<file path="src/rtl/ssm_pkg.sv">
package ssm_pkg;
   localparam logic [7:0] OFS_MODE   = 8'h00;
   localparam logic [7:0] OFS_FLEN   = 8'h04;
   localparam logic [7:0] OFS_STROBE = 8'h0C;
   localparam logic [7:0] OFS_STAT   = 8'h10;
   localparam logic [7:0] OFS_DIV    = 8'h14;
   localparam logic [7:0] OFS_RXW    = 8'h18;
   localparam logic [7:0] OFS_TXW    = 8'h34;
   localparam logic [7:0] OFS_FLAG   = 8'h40;
   localparam logic [7:0] OFS_FSET   = 8'h44;
   localparam logic [7:0] OFS_FCLR   = 8'h48;
   localparam logic [7:0] OFS_MASK   = 8'h4C;
   localparam logic [7:0] OFS_PINS   = 8'h54;

   localparam int LEN_OFS = 3;

   typedef struct packed {
      logic lvl;
      logic msbf;
      logic cpha;
      logic cpol;
      logic sync;
   } mode_t;

   typedef struct packed {
      logic [2:0] loc;
      logic       clk_en;
      logic       out_en;
      logic       in_en;
   } pins_t;
endpackage

</file>
<file path="src/rtl/ssm_baud.sv">
module ssm_baud #(
   parameter int DIV_W  = 22,
   parameter int FRAC_W = 8
) (
   input  logic             clk,
   input  logic             rst_n,
   input  logic             run,
   input  logic [DIV_W-1:0] div,
   output logic             tick
);
   localparam logic [DIV_W:0] STEP = (DIV_W+1)'(1) << FRAC_W;

   logic [DIV_W:0] acc_q;

   assign tick = run && (acc_q >= {1'b0, div});

   always_ff @(posedge clk or negedge rst_n) begin
      if (!rst_n)     acc_q <= '0;
      else if (!run)  acc_q <= '0;
      else if (tick)  acc_q <= acc_q - {1'b0, div};
      else            acc_q <= acc_q + STEP;
   end
endmodule

</file>
<file path="src/rtl/ssm_shifter.sv">
module ssm_shifter #(
   parameter int DATA_W = 16,
   parameter int CNT_W  = 5
) (
   input  logic              clk,
   input  logic              rst_n,
   input  logic              start,
   input  logic [DATA_W-1:0] word,
   input  logic [CNT_W-1:0]  nbits,
   input  logic              cpha_i,
   input  logic              msbf_i,
   input  logic              tick,
   input  logic              miso,
   output logic              busy,
   output logic              sclk_int,
   output logic              mosi,
   output logic              done,
   output logic [DATA_W-1:0] rx_word
);
   logic [CNT_W-1:0]  nb_q;
   logic              cpha_q, msbf_q;
   logic [CNT_W:0]    k_q, last_k;
   logic [DATA_W-1:0] tx_sh, rx_sh, rx_nxt, low_mask;
   logic              at_last, samp, shft;

   assign last_k   = {nb_q, 1'b0} - 1'b1;
   assign at_last  = (k_q == last_k);
   assign done     = busy && tick && at_last;
   assign samp     = cpha_q ? k_q[0] : ~k_q[0];
   assign shft     = (cpha_q ? (~k_q[0] && (k_q != '0)) : k_q[0]) && !at_last;
   assign low_mask = {DATA_W{1'b1}} >> (CNT_W'(DATA_W) - nb_q);

   always_comb begin
      rx_nxt = rx_sh;
      if (samp)
         rx_nxt = msbf_q ? {rx_sh[DATA_W-2:0], miso} : {miso, rx_sh[DATA_W-1:1]};
   end

   assign rx_word = msbf_q ? (rx_nxt & low_mask) : (rx_nxt >> (CNT_W'(DATA_W) - nb_q));
   assign mosi    = msbf_q ? tx_sh[nb_q - 1'b1] : tx_sh[0];

   always_ff @(posedge clk or negedge rst_n) begin
      if (!rst_n) begin
         busy <= 1'b0; sclk_int <= 1'b0; k_q <= '0;
         tx_sh <= '0; rx_sh <= '0;
         nb_q <= CNT_W'(DATA_W); cpha_q <= 1'b0; msbf_q <= 1'b0;
      end else if (start) begin
         busy <= 1'b1; sclk_int <= 1'b0; k_q <= '0;
         tx_sh <= word; rx_sh <= '0;
         nb_q <= nbits; cpha_q <= cpha_i; msbf_q <= msbf_i;
      end else if (busy && tick) begin
         sclk_int <= ~sclk_int;
         k_q      <= k_q + 1'b1;
         rx_sh    <= rx_nxt;
         if (shft) tx_sh <= msbf_q ? (tx_sh << 1) : (tx_sh >> 1);
         if (at_last) busy <= 1'b0;
      end
   end
endmodule

</file>
<file path="src/rtl/ssm_flags.sv">
module ssm_flags #(
   parameter int NUM = 2
) (
   input  logic           clk,
   input  logic           rst_n,
   input  logic [NUM-1:0] hw,
   input  logic [NUM-1:0] set_v,
   input  logic [NUM-1:0] clr_v,
   input  logic [NUM-1:0] en,
   output logic [NUM-1:0] flags,
   output logic [NUM-1:0] irq
);
   always_ff @(posedge clk or negedge rst_n) begin
      if (!rst_n) flags <= '0;
      else        flags <= hw | set_v | (flags & ~clr_v);
   end

   for (genvar g = 0; g < NUM; g++) begin : g_line
      assign irq[g] = flags[g] & en[g];
   end
endmodule

</file>
<file path="src/rtl/sync_serial_master.sv">
module sync_serial_master #(
   parameter int DATA_W   = 16,
   parameter int MIN_BITS = 4,
   parameter int DIV_W    = 22,
   parameter int FRAC_W   = 8
) (
   input  logic        clk,
   input  logic        rst_n,
   input  logic        bus_sel,
   input  logic        bus_we,
   input  logic [7:0]  bus_addr,
   input  logic [31:0] bus_wdata,
   output logic [31:0] bus_rdata,
   output logic        sclk_o,
   output logic        sclk_oe,
   output logic        mosi_o,
   output logic        mosi_oe,
   input  logic        miso_i,
   output logic [2:0]  pin_loc,
   output logic        irq_tx,
   output logic        irq_rx
);
   import ssm_pkg::*;

   localparam int CNT_W   = $clog2(DATA_W + 1);
   localparam int FLD_MIN = MIN_BITS - LEN_OFS;
   localparam int FLD_MAX = DATA_W - LEN_OFS;

   if (DATA_W < MIN_BITS || DATA_W > 16)
      $error("DATA_W must lie between MIN_BITS and 16");
   if (MIN_BITS < LEN_OFS + 1)
      $error("MIN_BITS too small for the length encoding");
   if (DIV_W <= FRAC_W || DIV_W > 30)
      $error("DIV_W must exceed FRAC_W and stay below 31");

   mode_t             mode_q;
   pins_t             pins_q;
   logic [3:0]        flen_q;
   logic [DIV_W-1:0]  div_q;
   logic [1:0]        mask_q;
   logic              rx_on, tx_on, mst_on;
   logic [DATA_W-1:0] txbuf, rxbuf;
   logic              txbuf_full, rxvalid, txc;

   logic              wr, rd, wr_tx, rd_rx, start, cap;
   logic [CNT_W-1:0]  nbits;
   logic              busy, tick, sclk_int, done, mosi_raw, miso_g;
   logic [DATA_W-1:0] rx_word;
   logic [1:0]        flags, irqs, set_v, clr_v;

   wire unused_wdata = ^bus_wdata[31:DIV_W];

   assign wr    = bus_sel & bus_we;
   assign rd    = bus_sel & ~bus_we;
   assign wr_tx = wr && (bus_addr == OFS_TXW);
   assign rd_rx = rd && (bus_addr == OFS_RXW);
   assign start = !busy && txbuf_full && tx_on && mst_on && mode_q.sync;
   assign cap   = done && rx_on;

   always_comb begin
      if (int'(flen_q) < FLD_MIN)      nbits = CNT_W'(MIN_BITS);
      else if (int'(flen_q) > FLD_MAX) nbits = CNT_W'(DATA_W);
      else                             nbits = CNT_W'(flen_q) + CNT_W'(LEN_OFS);
   end

   // configuration registers and command strobes
   always_ff @(posedge clk or negedge rst_n) begin
      if (!rst_n) begin
         mode_q <= '0; pins_q <= '0; flen_q <= '0; div_q <= '0; mask_q <= '0;
         rx_on <= 1'b0; tx_on <= 1'b0; mst_on <= 1'b0;
      end else if (wr) begin
         case (bus_addr)
            OFS_MODE: mode_q <= '{lvl: bus_wdata[12], msbf: bus_wdata[10],
                                  cpha: bus_wdata[9], cpol: bus_wdata[8], sync: bus_wdata[0]};
            OFS_FLEN: flen_q <= bus_wdata[3:0];
            OFS_DIV:  div_q  <= bus_wdata[DIV_W-1:0];
            OFS_MASK: mask_q <= bus_wdata[2:1];
            OFS_PINS: pins_q <= '{loc: bus_wdata[10:8], clk_en: bus_wdata[3],
                                  out_en: bus_wdata[1], in_en: bus_wdata[0]};
            OFS_STROBE: begin
               if (bus_wdata[1])      rx_on <= 1'b0;
               else if (bus_wdata[0]) rx_on <= 1'b1;
               if (bus_wdata[3])      tx_on <= 1'b0;
               else if (bus_wdata[2]) tx_on <= 1'b1;
               if (bus_wdata[4])      mst_on <= 1'b1;
            end
            default: ;
         endcase
      end
   end

   // holding buffers
   always_ff @(posedge clk or negedge rst_n) begin
      if (!rst_n) begin
         txbuf <= '0; txbuf_full <= 1'b0; txc <= 1'b0;
         rxbuf <= '0; rxvalid <= 1'b0;
      end else begin
         if (wr_tx) begin
            txbuf      <= bus_wdata[DATA_W-1:0];
            txbuf_full <= 1'b1;
            txc        <= 1'b0;
         end else begin
            if (start) txbuf_full <= 1'b0;
            if (done && !txbuf_full) txc <= 1'b1;
         end
         if (cap) begin
            rxbuf   <= rx_word;
            rxvalid <= 1'b1;
         end else if (rd_rx) begin
            rxvalid <= 1'b0;
         end
      end
   end

   ssm_baud #(.DIV_W(DIV_W), .FRAC_W(FRAC_W)) u_baud (
      .clk(clk), .rst_n(rst_n), .run(busy), .div(div_q), .tick(tick));

   assign miso_g = miso_i & pins_q.in_en;

   ssm_shifter #(.DATA_W(DATA_W), .CNT_W(CNT_W)) u_shift (
      .clk(clk), .rst_n(rst_n), .start(start), .word(txbuf), .nbits(nbits),
      .cpha_i(mode_q.cpha), .msbf_i(mode_q.msbf), .tick(tick), .miso(miso_g),
      .busy(busy), .sclk_int(sclk_int), .mosi(mosi_raw), .done(done), .rx_word(rx_word));

   assign set_v = (wr && bus_addr == OFS_FSET) ? bus_wdata[2:1] : 2'b00;
   assign clr_v = (wr && bus_addr == OFS_FCLR) ? bus_wdata[2:1] : 2'b00;

   ssm_flags #(.NUM(2)) u_flags (
      .clk(clk), .rst_n(rst_n), .hw({rxvalid, ~txbuf_full}), .set_v(set_v),
      .clr_v(clr_v), .en(mask_q), .flags(flags), .irq(irqs));

   assign irq_tx  = irqs[0];
   assign irq_rx  = irqs[1];
   assign sclk_o  = sclk_int ^ mode_q.cpol;
   assign mosi_o  = mosi_raw;
   assign sclk_oe = pins_q.clk_en;
   assign mosi_oe = pins_q.out_en;
   assign pin_loc = pins_q.loc;

   always_comb begin
      bus_rdata = '0;
      case (bus_addr)
         OFS_MODE: begin
            bus_rdata[0]  = mode_q.sync; bus_rdata[8]  = mode_q.cpol;
            bus_rdata[9]  = mode_q.cpha; bus_rdata[10] = mode_q.msbf;
            bus_rdata[12] = mode_q.lvl;
         end
         OFS_FLEN: bus_rdata[3:0] = flen_q;
         OFS_STAT: begin
            bus_rdata[1] = tx_on; bus_rdata[5] = txc;
            bus_rdata[6] = ~txbuf_full; bus_rdata[7] = rxvalid;
         end
         OFS_DIV:  bus_rdata[DIV_W-1:0] = div_q;
         OFS_RXW:  bus_rdata[DATA_W-1:0] = rxbuf;
         OFS_FLAG: bus_rdata[2:1] = flags;
         OFS_MASK: bus_rdata[2:1] = mask_q;
         OFS_PINS: begin
            bus_rdata[0] = pins_q.in_en; bus_rdata[1] = pins_q.out_en;
            bus_rdata[3] = pins_q.clk_en; bus_rdata[10:8] = pins_q.loc;
         end
         default: ;
      endcase
   end
endmodule

</file>
<file path="config.mk">
export PLATFORM = sky130hd
export DESIGN_NAME = sync_serial_master
export DESIGN_NICKNAME = d
export VERILOG_FILES = /design/src/rtl/ssm_pkg.sv /design/src/rtl/ssm_baud.sv /design/src/rtl/ssm_shifter.sv /design/src/rtl/ssm_flags.sv /design/src/rtl/sync_serial_master.sv
export SDC_FILE = /design/constraint.sdc
export NUM_CORES = 1
export LEC_CHECK = 0
export ABC_AREA = 1
export BUFFER_PORTS_ARGS = -buffer_cell sky130_fd_sc_hd__clkbuf_2
export CAP_MARGIN = 20
export CORE_MARGIN = 2
export CORE_UTILIZATION = 30
export DETAILED_ROUTE_END_ITERATION = 12
export HOLD_SLACK_MARGIN = 0.06
export PLACE_DENSITY = 0.55
export SETUP_SLACK_MARGIN = 0.4
export SLEW_MARGIN = 20
export SYNTH_ARGS = -nofsm -noshare
export SYNTH_HDL_FRONTEND = slang
export SYNTH_SLANG_ARGS = --single-unit
</file>
<file path="constraint.sdc">
create_clock -name clk -period 2.95 [get_ports clk]
set_input_delay 0 -clock clk [delete_from_list [all_inputs] [get_ports clk]]
set_output_delay 0 -clock clk [all_outputs]
set_load 0.005 [all_outputs]
</file>
Word level (Yosys, flattened, before mapping):

Cells that the tools add are included.

* bits in registers: 149
* bits of input ports: 45
* output and inout bits: 41
* word-level logic and storage cells: 156

* add/sub/neg operators: 7
* $lt $le $gt $ge: 4
* eq/ne operators: 12
* shifts and indexed selects: 2
* multiplexer cells: 48
* bitwise operators: 15
* reductions and logical operators: 38

Operators by type and width (number)
* two-way mux 16 bit: 9
* two-way mux 23 bit: 2
* == test 8 x 7 -> 1 bit, second input constant: 5
* == test 8 x 5 -> 1 bit, second input constant: 3
* adder 23 x 9 -> 23 bit, second input constant: 1
* >= comparator 23 x 22 -> 1 bit: 1
* subtractor 23 x 22 -> 23 bit: 1
* two-way mux 1 bit: 19
* two-way mux 6 bit: 3
* AND 16 bit: 1
* nonzero test 2 bit: 8
* right shift 16 x 5 -> 16 bit: 1
* right shift 16 x 5 -> 16 bit, first input constant: 1
* logical AND 1 bit: 15
* AND reduction 2 bit: 7
* case mux 3 bit (4 select lines): 1
* two-way mux 5 bit: 2
* case mux 1 bit (5 select lines): 2
* case mux 3 bit (3 select lines): 1
* AND reduction 3 bit: 3
* == test 8 x 3 -> 1 bit, second input constant: 1
* == test 8 x 4 -> 1 bit, second input constant: 1
* == test 8 x 6 -> 1 bit, second input constant: 1
* zero test 8 bit: 1
* other kinds (24): 36

Longest topological paths before layout:

* depth in word-level cells: 7
* mapped depth: 17
* depth with buffers taken out: 16

Hierarchy:

Synthesis repeated with hierarchy kept, for this count alone.

* cells, all modules: 1628
* area total of the unflattened synthesis: 11003.1 um^2

Modules (own cells, without submodules)
* ssm_shifter: instances 1, cells each 613, area an instance 3873.7 um^2, sequential area each 1177.4 um^2
* sync_serial_master: instances 1, cells each 461, area an instance 3867.5 um^2, sequential area each 1926.8 um^2
* ssm_baud: instances 1, cells each 540, area an instance 3166.8 um^2, sequential area each 575.6 um^2
* ssm_flags: instances 1, cells each 14, area an instance 95.1 um^2, sequential area each 50.0 um^2

Least setup slack after synthesis:

Ideal clock, no wire load.

* path kind: register to register
* start: reg u_shift.nb_q[0]
* end: reg rxbuf[13]
* library setup time: 120 ps
* arrival: 2441 ps
* required time: 2830 ps
* slack: 389 ps
* cell stages (with the launch flop): 17
* path buffers: 3
* period minus slack after synthesis: 2561 ps
* cells stage by stage: dfrtp_1 > buf_6 > inv_4 > clkbuf_1 > ha_1 > inv_1 > ha_1 > inv_1 > nand2_1 > nand4_1 > nor2_1 > nand3_1 > nor2_4 > nand4_4 > buf_2 > nand2_1 > nand2_1

* longest elaborated chain between the ends: 4
* elaborated cells between the ends (all ways): 9
* those cells by class: add/sub: 2; eq/ne: 1; shift: 2; mux: 1; bitwise: 1; reduce/logical: 2

RTL lines
* from (decl): RTL line ssm_shifter.sv:20 `logic [CNT_W-1:0] nb_q;`
* from (signal assigned): RTL line ssm_shifter.sv:50 `nb_q <= nbits; cpha_q <= cpha_i; msbf_q <= msbf_i;`
* subtractor 5 bit / subtractor 6 x 1 -> 6 bit (equally long branches): RTL line ssm_shifter.sv:31, ssm_shifter.sv:39, ssm_shifter.sv:26
* right shift 16 x 5 -> 16 bit / == test 6 bit (equally long branches): RTL line ssm_shifter.sv:31, ssm_shifter.sv:27
* AND 16 bit / logical AND 1 bit (equally long branches): RTL line ssm_shifter.sv:39, ssm_shifter.sv:28
* two-way mux 16 bit / logical AND 1 bit (equally long branches): RTL line ssm_shifter.sv:39, sync_serial_master.sv:58
* to (signal assigned): RTL line sync_serial_master.sv:107 `rxbuf <= rx_word;`
* to (decl): RTL line sync_serial_master.sv:42 `logic [DATA_W-1:0] txbuf, rxbuf;`

Several ways; a longest one is shown, not always the timed one.
A chain may end at the register's enable or synchronous reset.

Worst setup path after layout:

* start: in bus_addr[0]
* end: out bus_rdata[13]

* longest elaborated chain between the ends: 2
* elaborated cells between the ends (all ways): 3
* those cells by class: eq/ne: 2; mux: 1

RTL lines
* from (decl): RTL line sync_serial_master.sv:11 `input logic [7:0] bus_addr,`
* == test 8 x 5 -> 1 bit: RTL line sync_serial_master.sv:142 `case (bus_addr)`
* case mux 3 bit (2 select lines) *: RTL line sync_serial_master.sv:142
* to (decl): RTL line sync_serial_master.sv:13 `output logic [31:0] bus_rdata,`

Every way passes the cells marked *; elsewhere a longest branch is shown, timed or not.

==> impl_metrics.ini <==
[outcome]
status = completed

[floorplan]
pin_count = 86
die_w_um = 187.1
dieArea_um2 = 35010
chipHeight_um = 187.1
core_area_um2 = 33280
initial_core_util_pct = 30.22
fp-row-count = 67

[drt]
ant_nets = 0
via_per_inst = 4.917
routedWlPerCell_um = 15.72
vias = 9784
finalWirelength_um = 31290
drtIter0Drc = 742
first_pass_iters = 6
drcViolationCount = 0

[sta]
tightest_slew_ns = 0.9200
rsz0062_at_grt = false
finalClockSkew_ns = 0.01564
finalSetupViolations = 0
period_minus_slack_ns = 2.469
period_share_pct = 83.70
slew_violations = 0
finalSetupTns_ns = 0
max_freq_mhz = 405.0
setup_slack_ns = 0.4809
relSlewSlack_pct = 38.52
hold_viol = 0

[clock_tree]
clk_pin_slew_ns = 0.08
cts_tree = yes
cts_buffers = 17
htree_levels = 4
clock-sinks = 149
clock_latency_ns = 0.44
max-clock-path-buffers = 2
cts-root-buf = clkbuf_16

[flow_run]
maxCapViolCount = 0

[setup_path]
cp-start-kind = input pin
worstPathArrival_ns = 2.47
required_ns = 2.95
critical_path_class = in -> out
critical_path.max_fanout = 21
endpoint_kind = primary output

[placement]
placed_area_um2 = 10860
detailed_place_hpwl_um = 23220
place_congestion = 0.9164
place_ws_ns = 0.3075
dp.cells = 1915
portBuffers = 65

[global_routing]
grt_pass1_vias = 9420
overflow = 0
grt_max_degree = 53
grt_pass1_wl_um = 50690
antenna_found_initial = 0
grt_usage_pct = 18.08

[power_and_ir_drop]
p_int_mw = 3.437
p_clk_share_pct = 47.3
power_density_nw_per_um2 = 392.0
p_sw_mw = 1.283
p_leak_nw = 5.808
finalPower_mw = 4.720
sw_frac_of_total_pct = 27.19
power_frac_seq_pct = 44.2
ir_worst_vdd_mv = 0.3026
comb_power_share_pct = 8.6

[layout]
finalInstanceArea_um2 = 12040
multiInputGateArea_um2 = 5464
final_nets = 1606
num-fill-cells = 3565
areaGrowthSynthToFinish_pct = 19.72
layout.cells.non_filler = 1990
final_common_cell = nand2_1
mostFrequentLayoutCells = 417 x nand2_1, 165 x inv_1, 148 x dfrtp_1
layout.area.seq_um2 = 3730
drive_gt1_share_pct = 12.52
antenna_cells = 0

[yosys]
ys_seq_area_share_pct = 37.08
yosys_warnings = 0
synthFlopType = dfrtp_1
synth.distinct_cells = 55
ys_ff_latch = 149
syn_avg_cell_area_um2 = 7.049
syn_area_um2 = 10060
synth-edff-count = 0
syn_inst = 1427
ys_async_sr_fraction_pct = 100.0

[min_path]
hold_class = in -> reg
[stage by stage]
| step | utilization, % | hold WS (ns) |
|---|---|---|
| after detailed placement | 32.64 | 0.01709 |
| final | 36.18 | 0.07285 |
| after CTS | 35.59 | 0.06016 |
| after global placement | 32.64 | 0.01331 |
| after floorplan | - | -0.2956 |
| after global routing | 36.18 | 0.1087 |
[path summary, 6_finish.rpt]
| check | endpoint | startpoint | depth (start not counted) | slack [ns] |
|---|---|---|---|---|
| hold / removal | flen_q[2] | bus_addr[4] | 4 | 0.07 |
| min in group asynchronous | u_baud.acc_q[18] | rst_n | 2 | 0.11 |
| hold reg to reg | u_shift.tx_sh[6] | u_shift.tx_sh[6] | 2 | 0.48 |
| setup reg to reg | u_shift.rx_sh[8] | div_q[6] | 14 | 0.56 |
| max in group asynchronous | txbuf[4] | rst_n | 3 | 2.05 |
| setup / recovery | bus_rdata[13] | bus_addr[0] | 8 | 0.48 |
[power groups by stage]
stage	Combinational (mW)	Sequential [mW]	Clock (mW)
after floorplan	0.217	2.12	0
after global placement	0.361	2.12	0
after detailed placement	0.362	2.12	0
after CTS	0.398	2.08	2.28
after global routing	0.453	2.09	2.37
final	0.404	2.08	2.23
[worst max-delay path, stage by stage]
cell	delay [ns]
dlygate4sd3_1	0.54
clkbuf_2	0.10
nor2_1	0.10
inv_2	0.07
nor3_4	0.22
nand2_1	0.59
o21ai_0	0.63
clkbuf_2	0.20
[registers in the layout, indices dropped and copies added, names as in the netlist, 3 cells and up]
| name | count |
|---|---|
| div_q | 22 |
| flen_q | 4 |
| mode_q | 5 |
| pin_loc | 3 |
| rxbuf | 16 |
| txbuf | 16 |
| u_baud.acc_q | 23 |
| u_shift.k_q | 6 |
| u_shift.nb_q | 5 |
| u_shift.rx_sh | 16 |
| u_shift.tx_sh | 16 |
[final cells by class]
class                   count  share of cell area, %
multi-input cells        1047                  45.38
clock buffers              18                  3.647
flip-flops and latches    149                  30.97
repair buffers            137                  8.448
inverters                 177                  5.601
well taps                 448                  4.655
clock inverters            14                  1.299
[layer usage]
metal / global-route usage, % / vias up / part of all wire [%]
met2: 28.82 / 311 / 45
met3: 2.758 / 33 / 5.5
met4: 5.617 / 0 / 1.8
li1: - / 4860 / -
met5: 0 / - / 0
met1: 25.22 / 4580 / 47
[cells by family after synthesis]
kind of cell / after synthesis / share of synthesized area (%)
other: 1 / 0.03728
adders and majority gates: 32 / 4.055
and+or+nand+nor: 684 / 29.03
xor gates and xnor gates: 26 / 2.264
buffers and inverters: 242 / 10.42
muxes: 13 / 1.294
AOI/OAI and AO/OA: 280 / 15.81
DFF: 149 / 37.08
[repair_timing]
action / 4_1_cts / 5_1_grt
endpoints found under the hold margin: 155 / 0
gates cloned: 0 / 2
setup buffers: 0 / 4
hold buffers: 37 / 0
pin swaps: 0 / 6
setup endpoints to repair: 21 / 78
resized for setup: 4 / 30
[Yosys cell counts, drive strengths merged (2+ instances only)]
master / number / area [um^2]
a21o: 2 / 15.01
a21oi: 49 / 249.0
a221oi: 2 / 17.52
a22oi: 2 / 15.01
a31oi: 5 / 31.28
and2: 2 / 12.51
buf: 40 / 285.3
clkbuf: 25 / 93.84
dfrtp: 148 / 3704
ha: 31 / 387.9
inv: 176 / 665.6
mux2i: 13 / 130.1
nand2: 424 / 1622
nand3: 128 / 640.6
nand3b: 2 / 15.01
nand4: 16 / 130.1
nor2: 87 / 341.6
nor3: 17 / 106.4
nor3b: 2 / 15.01
nor4: 3 / 18.77
o2111ai: 2 / 17.52
o211ai: 4 / 30.03
o21ai: 174 / 930.9
o21bai: 6 / 45.04
o221ai: 3 / 26.28
o22ai: 22 / 143.9
o31ai: 5 / 37.54
or2: 2 / 12.52
xnor2: 11 / 96.34
xor2: 15 / 131.4
(Power assumes the default switching activity.)
